`src/rtl/rtc_cal_pkg.sv`:
```
package rtc_cal_pkg;

  typedef struct packed {
    logic [7:0] sec;
    logic [7:0] min;
    logic [7:0] hr;
    logic [7:0] dow;
    logic [7:0] date;
    logic [7:0] mon;
    logic [7:0] yr;
  } rtc_time_t;

  localparam logic [3:0] SEL_SEC  = 4'd0;
  localparam logic [3:0] SEL_MIN  = 4'd1;
  localparam logic [3:0] SEL_HR   = 4'd2;
  localparam logic [3:0] SEL_DOW  = 4'd3;
  localparam logic [3:0] SEL_DATE = 4'd4;
  localparam logic [3:0] SEL_MON  = 4'd5;
  localparam logic [3:0] SEL_YR   = 4'd6;
  localparam logic [3:0] SEL_ASEC = 4'd8;
  localparam logic [3:0] SEL_AMIN = 4'd9;
  localparam logic [3:0] SEL_AHR  = 4'd10;

  localparam rtc_time_t RTC_RST = '{sec: 8'h00, min: 8'h00, hr: 8'h00,
                                    dow: 8'h01, date: 8'h01, mon: 8'h01,
                                    yr: 8'h00};

  // stored byte -> plain value 0..99
  function automatic logic [6:0] f_dec(input logic [7:0] b, input logic bin);
    if (bin) return b[6:0];
    return 7'(b[7:4] * 4'd10) + 7'(b[3:0]);
  endfunction

  // plain value 0..99 -> stored byte
  function automatic logic [7:0] f_enc(input logic [6:0] v, input logic bin);
    if (bin) return {1'b0, v};
    return {4'(v / 7'd10), 4'(v % 7'd10)};
  endfunction

  function automatic logic [6:0] f_dim(input logic [6:0] mo, input logic [6:0] yr);
    case (mo)
      7'd2:                     return (yr[1:0] == 2'b00) ? 7'd29 : 7'd28;
      7'd4, 7'd6, 7'd9, 7'd11:  return 7'd30;
      default:                  return 7'd31;
    endcase
  endfunction

endpackage

```
`src/rtl/rtc_cal_step.sv`:
```
module rtc_cal_step
  import rtc_cal_pkg::*;
(
  input  rtc_time_t cur_i,
  input  logic      bin_i,
  input  logic      h24_i,
  output rtc_time_t nxt_o
);

  logic [6:0] s, m, h, dw, d, mo, y, h12_in, dim;
  logic [6:0] s_n, m_n, h_n, dw_n, d_n, mo_n, y_n, h12_out;
  logic       pm;

  always_comb begin
    s      = f_dec(cur_i.sec, bin_i);
    m      = f_dec(cur_i.min, bin_i);
    dw     = f_dec(cur_i.dow, bin_i);
    d      = f_dec(cur_i.date, bin_i);
    mo     = f_dec(cur_i.mon, bin_i);
    y      = f_dec(cur_i.yr, bin_i);
    h12_in = f_dec({1'b0, cur_i.hr[6:0]}, bin_i);
    if (h24_i) h = f_dec(cur_i.hr, bin_i);
    else       h = ((h12_in == 7'd12) ? 7'd0 : h12_in) + (cur_i.hr[7] ? 7'd12 : 7'd0);
    dim = f_dim(mo, y);

    s_n = s + 7'd1; m_n = m; h_n = h; dw_n = dw; d_n = d; mo_n = mo; y_n = y;
    if (s >= 7'd59) begin
      s_n = 7'd0;
      m_n = m + 7'd1;
      if (m >= 7'd59) begin
        m_n = 7'd0;
        h_n = h + 7'd1;
        if (h >= 7'd23) begin
          h_n  = 7'd0;
          dw_n = (dw >= 7'd7) ? 7'd1 : dw + 7'd1;
          d_n  = d + 7'd1;
          if (d >= dim) begin
            d_n  = 7'd1;
            mo_n = mo + 7'd1;
            if (mo >= 7'd12) begin
              mo_n = 7'd1;
              y_n  = (y >= 7'd99) ? 7'd0 : y + 7'd1;
            end
          end
        end
      end
    end

    pm      = (h_n >= 7'd12);
    h12_out = (h_n == 7'd0) ? 7'd12 : ((h_n > 7'd12) ? h_n - 7'd12 : h_n);

    nxt_o.sec  = f_enc(s_n, bin_i);
    nxt_o.min  = f_enc(m_n, bin_i);
    nxt_o.hr   = h24_i ? f_enc(h_n, bin_i) : (f_enc(h12_out, bin_i) | {pm, 7'b0});
    nxt_o.dow  = f_enc(dw_n, bin_i);
    nxt_o.date = f_enc(d_n, bin_i);
    nxt_o.mon  = f_enc(mo_n, bin_i);
    nxt_o.yr   = f_enc(y_n, bin_i);
  end

endmodule

```
`src/rtl/rtc_alarm_cmp.sv`:
```
module rtc_alarm_cmp #(
  parameter int NUM = 3,
  parameter int W   = 8
) (
  input  logic [NUM-1:0][W-1:0] alm_i,
  input  logic [NUM-1:0][W-1:0] tim_i,
  output logic                  hit_o
);

  logic [NUM-1:0] fld_ok;

  for (genvar g = 0; g < NUM; g++) begin : g_fld
    // both top bits set = wildcard
    assign fld_ok[g] = (alm_i[g][W-1:W-2] == 2'b11) || (alm_i[g] == tim_i[g]);
  end

  assign hit_o = &fld_ok;

endmodule

```
`src/rtl/rtc_upd_seq.sv`:
```
module rtc_upd_seq #(
  parameter int LEAD = 4
) (
  input  logic clk,
  input  logic rst,
  input  logic tick_i,
  output logic busy_o,
  output logic apply_o
);

  localparam int CW = (LEAD > 1) ? $clog2(LEAD) : 1;
  localparam logic [CW-1:0] LAST = CW'(LEAD - 1);

  logic [CW-1:0] cnt_q;
  logic          busy_q;

  always_ff @(posedge clk) begin
    if (rst) begin
      busy_q <= 1'b0;
      cnt_q  <= '0;
    end else if (!busy_q) begin
      busy_q <= tick_i;
      cnt_q  <= '0;
    end else if (cnt_q == LAST) begin
      busy_q <= 1'b0;
    end else begin
      cnt_q <= cnt_q + 1'b1;
    end
  end

  assign busy_o  = busy_q;
  assign apply_o = busy_q && (cnt_q == LAST);

endmodule

```
`src/rtl/rtc_calendar_core.sv`:
```
module rtc_calendar_core
  import rtc_cal_pkg::*;
#(
  parameter int UIP_LEAD = 4
) (
  input  logic       clk,
  input  logic       rst,
  input  logic       tick_i,
  input  logic       set_i,
  input  logic       cfg_bin_i,
  input  logic       cfg_24h_i,
  input  logic       wr_en_i,
  input  logic [3:0] wr_sel_i,
  input  logic [7:0] wr_data_i,
  output logic [7:0] sec_o,
  output logic [7:0] min_o,
  output logic [7:0] hour_o,
  output logic [7:0] dow_o,
  output logic [7:0] date_o,
  output logic [7:0] mon_o,
  output logic [7:0] year_o,
  output logic       uip_o,
  output logic       alarm_evt_o,
  output logic       upd_end_evt_o
);

  localparam int NUM_ALM = 3;

  rtc_time_t int_q, usr_q, step_src, step_nxt;
  logic [NUM_ALM-1:0][7:0] alm_q, alm_tim;
  logic set_q, set_fall, busy, apply, alm_hit, alm_evt_q, upd_evt_q;

  assign set_fall = set_q && !set_i;
  assign step_src = set_fall ? usr_q : int_q;

  rtc_upd_seq #(.LEAD(UIP_LEAD)) u_seq (
    .clk(clk), .rst(rst), .tick_i(tick_i), .busy_o(busy), .apply_o(apply)
  );

  rtc_cal_step u_step (
    .cur_i(step_src), .bin_i(cfg_bin_i), .h24_i(cfg_24h_i), .nxt_o(step_nxt)
  );

  assign alm_tim = {step_nxt.hr, step_nxt.min, step_nxt.sec};

  rtc_alarm_cmp #(.NUM(NUM_ALM), .W(8)) u_alm (
    .alm_i(alm_q), .tim_i(alm_tim), .hit_o(alm_hit)
  );

  always_ff @(posedge clk) begin
    if (rst) begin
      int_q     <= RTC_RST;
      usr_q     <= RTC_RST;
      alm_q     <= '0;
      set_q     <= 1'b0;
      alm_evt_q <= 1'b0;
      upd_evt_q <= 1'b0;
    end else begin
      set_q     <= set_i;
      alm_evt_q <= 1'b0;
      upd_evt_q <= 1'b0;
      if (set_fall) int_q <= usr_q;
      if (apply) begin
        int_q     <= step_nxt;
        upd_evt_q <= 1'b1;
        alm_evt_q <= alm_hit;
        if (!set_i) usr_q <= step_nxt;
      end
      if (wr_en_i) begin
        if (set_i) begin
          case (wr_sel_i)
            SEL_SEC:  usr_q.sec  <= wr_data_i;
            SEL_MIN:  usr_q.min  <= wr_data_i;
            SEL_HR:   usr_q.hr   <= wr_data_i;
            SEL_DOW:  usr_q.dow  <= wr_data_i;
            SEL_DATE: usr_q.date <= wr_data_i;
            SEL_MON:  usr_q.mon  <= wr_data_i;
            SEL_YR:   usr_q.yr   <= wr_data_i;
            default: ;
          endcase
        end
        case (wr_sel_i)
          SEL_ASEC: alm_q[0] <= wr_data_i;
          SEL_AMIN: alm_q[1] <= wr_data_i;
          SEL_AHR:  alm_q[2] <= wr_data_i;
          default: ;
        endcase
      end
    end
  end

  assign sec_o         = usr_q.sec;
  assign min_o         = usr_q.min;
  assign hour_o        = usr_q.hr;
  assign dow_o         = usr_q.dow;
  assign date_o        = usr_q.date;
  assign mon_o         = usr_q.mon;
  assign year_o        = usr_q.yr;
  assign uip_o         = busy;
  assign alarm_evt_o   = alm_evt_q;
  assign upd_end_evt_o = upd_evt_q;

endmodule

```
`config.mk`:
```
export PLATFORM = sky130hd
export DESIGN_NAME = rtc_calendar_core
export DESIGN_NICKNAME = d
export VERILOG_FILES = /design/src/rtl/rtc_cal_pkg.sv /design/src/rtl/rtc_cal_step.sv /design/src/rtl/rtc_alarm_cmp.sv /design/src/rtl/rtc_upd_seq.sv /design/src/rtl/rtc_calendar_core.sv
export SDC_FILE = /design/constraint.sdc
export NUM_CORES = 1
export LEC_CHECK = 0
export ABC_CLOCK_PERIOD_IN_PS = 9700
export BUFFER_PORTS_ARGS = -buffer_cell sky130_fd_sc_hd__buf_2
export CAP_MARGIN = 20
export CORE_ASPECT_RATIO = 0.6
export CORE_MARGIN = 2
export CORE_UTILIZATION = 57
export CTS_BUF_LIST = sky130_fd_sc_hd__clkbuf_8 sky130_fd_sc_hd__clkbuf_16
export CTS_CLUSTER_DIAMETER = 200
export CTS_CLUSTER_SIZE = 16
export DETAILED_ROUTE_END_ITERATION = 7
export GPL_ROUTABILITY_DRIVEN = 0
export MAX_ROUTING_LAYER = met4
export PLACE_DENSITY = 0.87
export SLEW_MARGIN = 10
export SYNTH_ARGS = -nofsm -noshare
export SYNTH_HDL_FRONTEND = slang
export SYNTH_HIERARCHICAL = 1
export SYNTH_SLANG_ARGS = --single-unit
```
`constraint.sdc`:
```
create_clock -name clk -period 9.7 [get_ports clk]
set_clock_uncertainty 0.15 [all_clocks]
set_input_delay 0.97 -clock clk [delete_from_list [all_inputs] [get_ports clk]]
set_output_delay 0.97 -clock clk [all_outputs]
set_load 0.02 [all_outputs]
```
# Word-level counts from Yosys, hierarchy flattened
# Cells that the tools add are included.
dict set report classes {
  n_reduce_logical 16
  n_eq_ne 22
  n_shift 0
  bitwise 3
  mux 82
  div_mod_pow 16
  n_lt_le_gt_ge 9
  add_sub_neg 18
  n_mul 8
}
# operator n
set op_table {}
lappend op_table {{56-bit 2-to-1 mux} 6}
lappend op_table {{7-bit 2-to-1 mux} 44}
lappend op_table {{8-bit 2-to-1 mux} 24}
lappend op_table {{7-bit by 4-bit adder with 7-bit output} 8}
lappend op_table {{7-bit by 4-bit divider with 7-bit output (second input constant)} 8}
lappend op_table {{7-bit by 4-bit modulo with 7-bit output (second input constant)} 8}
lappend op_table {{7-bit by 1-bit adder with 7-bit output (second input constant)} 7}
lappend op_table {{4-bit by 3-bit multiplier with 6-bit output (second input constant)} 7}
lappend op_table {{8-bit equality test} 3}
lappend op_table {{7-bit by 4-bit equality test with 1-bit output (second input constant)} 3}
lappend op_table {{7-bit by 3-bit equality test with 1-bit output (second input constant)} 2}
lappend op_table {{7-bit by 4-bit greater-or-equal comparator with 1-bit output (second input constant)} 2}
lappend op_table {{7-bit by 6-bit greater-or-equal comparator with 1-bit output (second input constant)} 2}
lappend op_table {{7-bit one-hot mux with 2 select lines} 1}
lappend op_table {{4-bit by 3-bit equality test with 1-bit output (second input constant)} 3}
lappend op_table {{4-bit equality test (second input constant)} 3}
lappend op_table {{2-bit equality test (second input constant)} 4}
lappend op_table {{4-bit by 2-bit equality test with 1-bit output (second input constant)} 2}
lappend op_table {{8-bit OR} 1}
lappend op_table {{7-bit adder} 1}
lappend op_table {{7-bit by 2-bit equality test with 1-bit output (second input constant)} 1}
lappend op_table {{7-bit by 3-bit greater-or-equal comparator with 1-bit output (second input constant)} 1}
lappend op_table {{7-bit by 5-bit greater-or-equal comparator with 1-bit output (second input constant)} 1}
lappend op_table {{7-bit greater-or-equal comparator} 1}
lappend op_table {{other kinds (19)} 31}
dict set report word_totals {
  input_bits 19
  register_bits 142
  n_memories 0
  output_inout_bits 59
  wordCells 196
  latchBits 0
  ram_bits 0
  rom_bits 0
}

# Depth between registers and ports, before layout
dict set report logic_depth {
  depth_word 26
  mapped_depth 47
}

# Modules after synthesis
# The synthesis kept the hierarchy.
# mod cells_per_inst instances seq_area_each_um2 area_per_inst_um2
set by_module_without_submodules {}
lappend by_module_without_submodules {rtc_cal_step 1107 1 0.0 7479.7}
lappend by_module_without_submodules {rtc_calendar_core 648 1 2782.7 6593.8}
lappend by_module_without_submodules {rtc_alarm_cmp 34 1 0.0 280.3}
lappend by_module_without_submodules {rtc_upd_seq 13 1 60.1 128.9}

# Worst setup path before layout
# No wires, ideal clock.
dict set report synth_path {
  path_type {input-to-reg}
  start {input port set_i}
  end {register alm_evt_q, in the netlist alarm_evt_o}
  stages 46
  path_buffers 5
  setup_ps 60
  arrival_ps 9986
  path_slack_ps -496
  path_cell_list {nor2b_1 -> clkbuf_1 -> buf_2 -> mux2_2 -> ha_1 -> ha_1 -> ha_1 -> or4_1 -> nand3_1 -> nand4b_1 -> a211oi_1 -> a21oi_1 -> ha_1 -> fa_1 -> xnor2_1 -> a2111oi_2 -> nor3_1 -> or2_1 -> [... 10 more ...] -> a21oi_1 -> a21oi_1 -> nand3_1 -> a21oi_1 -> a221oi_1 -> ha_1 -> o31ai_1 -> and3_1 -> a2111oi_2 -> nor2b_1 -> nor2_1 -> a2111oi_0 -> a221oi_1 -> xor2_1 -> nor4_1 -> a22oi_1 -> nor3_2 -> and3_1}
}
# element line
set synth_rtl {}
lappend synth_rtl {{start, declared} rtc_calendar_core.sv:9} ;# input logic set_i,
lappend synth_rtl {{end signal, assigned} rtc_calendar_core.sv:66} ;# alm_evt_q <= alm_hit;
lappend synth_rtl {{end, declared} rtc_calendar_core.sv:31} ;# logic set_q, set_fall, busy, apply, alm_hit, alm_evt_q, upd_evt_q;

==> impl_results.md <==
* Status: finished with violations
* Failing checks: design-rule violations
* Number of distinct library cells after synthesis at 102
* Final WS setup at 0.226 ns
* Ratio of routed vias to standard cells at 7.16
* Compound-Gate Fraction of Synth Area at 28.0%
* Die X at 210 um
* Final setup TNS at 0 ns
* Initial cell density of the core at 57.7%
* Hold buffers post-CTS at 0
* Clock sinks at 142
* CP Launch Type: input pin
* Worst-Margin Slew at 1.14 ns
* Post-Synthesis Cells at 1802
* DRC viols at 6
* Nets@finish at 1927
* Final WL at 48.9 mm
* I/O pin count at 78
* Post-DP HPWL at 34.5 mm
* Peak supply drop at 0.0000860 V
* Max Slew Vio Count at 0
* Most used DFF post-synth: dfxtp_1
* Slowest stage delay, CP at 0.41 ns
* #FFs+latches synth at 142
* R2r setup slk at 0.44 ns
* Slew headroom at 23.5%
* Post-DP Area at 15100 um^2
* P_int at 1.10 mW
* Clock Tree Root: clkbuf_16
* Mapped cell area at 14500 um^2
* Longest Clk Path Bufs at 2
* DRT antenna net count at 0
* Share of cells above drive strength 1 at 17.3%
* GRT Residual Overflow at 0
* # rows at 45
* Core ar. at 25100 um^2
* Final hold vios at 0
* Cell taking the most area after synthesis: dfxtp_1
* Top-area cell type share of the netlist area at 19.6%
* Clock transition at the registers of the reported paths at 0.07 ns
* Reg2reg end: alarm_evt_o$_SDFF_PP0_
* Crit Path Category: input pin to flop
* Hold Crit Depth at 2
* Kind of cell adding the most delay to the critical path: compound AO/OA/AOI/OAI gates
* Combinational family with the most area after synthesis: compound AO/OA/AOI/OAI gates
* DR WL/cell at 22.6 um
* Multiplexer share of the synthesized area at 12.6%
* Final count of negative-setup-slack endpoints at 0
* R2R Path Start: set_q$_SDFF_PP0_
* Static leakage at 7.51 nW
* Drt initial violations at 2537
* Vias in the first global route at 13981
* P&R area growth vs syn at 9.26%
* Min Clock Period, post-route at 9.47 ns
* Post-synthesis xor/xnor area fraction at 4.54%
* Max Freq at 106 MHz
* Die area at 26700 um^2
* Die H at 127 um
* Max-cap check violation count at 0
* Pre-Repair DR Iteration Count at 8
* Register area share after synthesis at 19.6%
* Later-pin clock latency in the skew report at 0.44 ns
* Worst hold-check path type: flop to flop
* Flop pwr share at 37.4%
* Clock power frac at 42.8%
* Worst hold start: alm_q[13]$_SDFFE_PP0P_
* Simple-gate share of the synthesized area at 21.2%
* Final non-filler cell area at 15800 um^2
* Fin crit share at 97.7%
* Critical path buffer and inverter count at 5
* Port Buf Inserts at 77
* Pre-CTS WS at -0.271 ns
* Gate power share at 19.8%
* Net Count, Synth at 1907
* Core utilization of the finished layout at 63.0%
* Switch Pwr at 0.492 mW
* Worst EP arrival at 9.71 ns
* RSZ-0062 raised after global routing: true
* CTS tree: built
* Worst-path fanout max at 6
* CP endpoint kind: flop
* Top cells by area, synth: dfxtp_1, mux2i_1, ha_1, mux2_2, o211a_1
* YS warnings at 6
* Fraction of registers with async set/reset at 0%
* Cell mode on critical path: a21oi_1
* Slowest CP cell: a2111oi_4
* Via count at 15491
* Synth Area in Adders at 8.48%
* Hold Path End: alm_q[13]$_SDFFE_PP0P_
* P per Cell Area at 101 nW/um^2
* Mean Syn Cell Area at 8.04 um^2
* EDFF count, synth at 0
* Sw Ratio at 30.9%
* Power consumption at 1.59 mW
* CP required at 9.93 ns
* H-Tree Depth at 4
* Total CTS buffers at 17
* First-pass GRT wire length at 75.7 mm
* Largest net degree at the start of global routing at 67
* Fill cell count at 2046
* Reg2reg path depth at 40
* Total GRT Usage at 36.3%
* Initial antenna violation count at 3
[through the flow]
stage,hold slack (ns),std cells
5_1_grt,0.353,2165
3_3_place_gp,0.308,2129
6_report,0.325,2165
3_5_place_dp,0.317,2129
2_1_floorplan,0.296,1802
4_1_cts,0.326,2159
[layout by cell type (no fill, tap or decap), types with 12 or more instances in the layout]
| cell type | count |
|---|---|
| fa_1 | 14 |
| nor4_1 | 15 |
| nand2b_1 | 70 |
| a211oi_2 | 20 |
| buf_2 | 76 |
| o211a_1 | 59 |
| nor3_1 | 100 |
| nor2_1 | 109 |
| xor2_1 | 40 |
| and3_1 | 16 |
| a22oi_1 | 13 |
| nand2_1 | 128 |
| ha_1 | 70 |
| and2_1 | 21 |
| a21o_1 | 21 |
| nand3_1 | 48 |
| a21oi_1 | 108 |
| buf_4 | 60 |
| o21a_1 | 16 |
| o21ai_0 | 81 |
| xnor2_1 | 35 |
| mux2i_1 | 97 |
| mux2_2 | 70 |
| inv_1 | 36 |
| o22ai_1 | 12 |
| dfxtp_1 | 142 |
| a31oi_1 | 19 |
| o31ai_1 | 17 |
| a211oi_1 | 58 |
| clkbuf_16 | 17 |
[state kept, by name, indices dropped and copies added, names as in the netlist]
name,count
int_q,56
alm_q,24
date_o,8
dow_o,8
hour_o,8
min_o,8
mon_o,8
sec_o,8
year_o,8
u_seq/cnt_q,2
alarm_evt_o,1
set_q,1
u_seq/busy_o,1
upd_end_evt_o,1
[synth_stat cells (7+ instances only)]
library cell / instances
a21oi_1: 110
inv_1: 40
nor3_1: 100
a211oi_2: 18
nand3_1: 48
buf_4: 9
fa_1: 15
nand4_1: 10
nand2_1: 128
o21ai_1: 9
o31ai_1: 18
a221oi_1: 13
and3b_1: 10
o211a_1: 59
nor3b_1: 7
a31oi_1: 19
mux2_2: 71
buf_1: 9
o211ai_1: 8
xor2_1: 40
o21ai_0: 82
xnor2_1: 35
nor2b_1: 12
or2_2: 7
o21a_1: 16
mux2i_1: 97
nor2_1: 110
o32ai_1: 8
dfxtp_1: 142
a211oi_1: 60
a22oi_1: 13
or3_1: 7
clkbuf_1: 81
ha_1: 71
and2_1: 22
nor4_1: 18
buf_6: 8
nand2b_1: 71
o22ai_1: 12
and3_1: 16
a21o_1: 21
buf_2: 26
[area by class of cell]
| class | instances | area (um^2) | share of cell area (%) |
|---|---|---|---|
| Clock buffer | 17 | 425 | 2.69 |
| Multi-Input combinational cell | 1485 | 11000 | 69.5 |
| Inverter | 40 | 150 | 0.949 |
| Timing Repair Buffer | 136 | 831 | 5.25 |
| Tap cell | 329 | 412 | 2.60 |
| Clock inverter | 13 | 164 | 1.04 |
| Antenna cell | 3 | 7.51 | 0.0474 |
| Sequential cell | 142 | 2840 | 18.0 |
[cell families (layout without fill, tap and decap cells)]
kind of cell    count (synthesis)  in the layout
simple gates                  600            600
xor+xnor                       75             75
compound gates                548            548
mux                           171            171
fa+ha+maj                      90             90
buf+inv                       175            206
other cells                     1              4
flops                         142            142
[per-layer routing]
| layer | GRT usage, % | share of wire (%) | routed length (um) | vias up |
|---|---|---|---|---|
| met2 | 51.9 | 41 | 20200 | 1223 |
| met4 | 11.6 | 3.6 | 1760 | 0 |
| met5 | - | 0 | 0 | - |
| li1 | - | - | - | 6806 |
| met1 | 49.5 | 41 | 19900 | 7245 |
| met3 | 9.91 | 14 | 6980 | 217 |
[power groups by stage]
stage                     combinational [mW]  sequential, mW  clock (mW)
final                                  0.315           0.596       0.682
after global routing                   0.331           0.596       0.703
after CTS                              0.290           0.595       0.677
after detailed placement               0.287           0.608           0
after global placement                 0.278           0.608           0
after floorplan                        0.209           0.610           0
[repair_timing]
item,4_1_cts,5_1_grt
resized for setup,0,18
buffers inserted,0,3
endpoints found under the setup margin,0,7
[worst register-to-register path: cells and delay by family, from the launching register on]
family                   cells  cell delay (ns)
AO/OA/AOI/OAI               15             3.03
AND/OR/NAND/NOR             12             2.56
adder cells (fa/ha/maj)      5             1.38
multiplexers                 2             0.69
buffers and inverters        4             0.59
flip-flops                   1             0.40
XOR/XNOR                     2             0.40
[worst max-delay path by stage]
| stage | from | to | slack, ns | cells after the start |
|---|---|---|---|---|
| 2_1_floorplan | set_i | alarm_evt_o$_SDFF_PP0_ | 0.04 | 46 |
| 3_3_place_gp | set_i | alarm_evt_o$_SDFF_PP0_ | 0.08 | 42 |
| 3_5_place_dp | set_i | alarm_evt_o$_SDFF_PP0_ | -0.27 | 42 |
| 4_1_cts | set_i | alarm_evt_o$_SDFF_PP0_ | 0.13 | 42 |
| 5_1_grt | set_i | alarm_evt_o$_SDFF_PP0_ | -0.11 | 43 |
| 6_report | set_i | alarm_evt_o$_SDFF_PP0_ | 0.23 | 41 |
No activity file was read; power rests on OpenSTA's default activity.
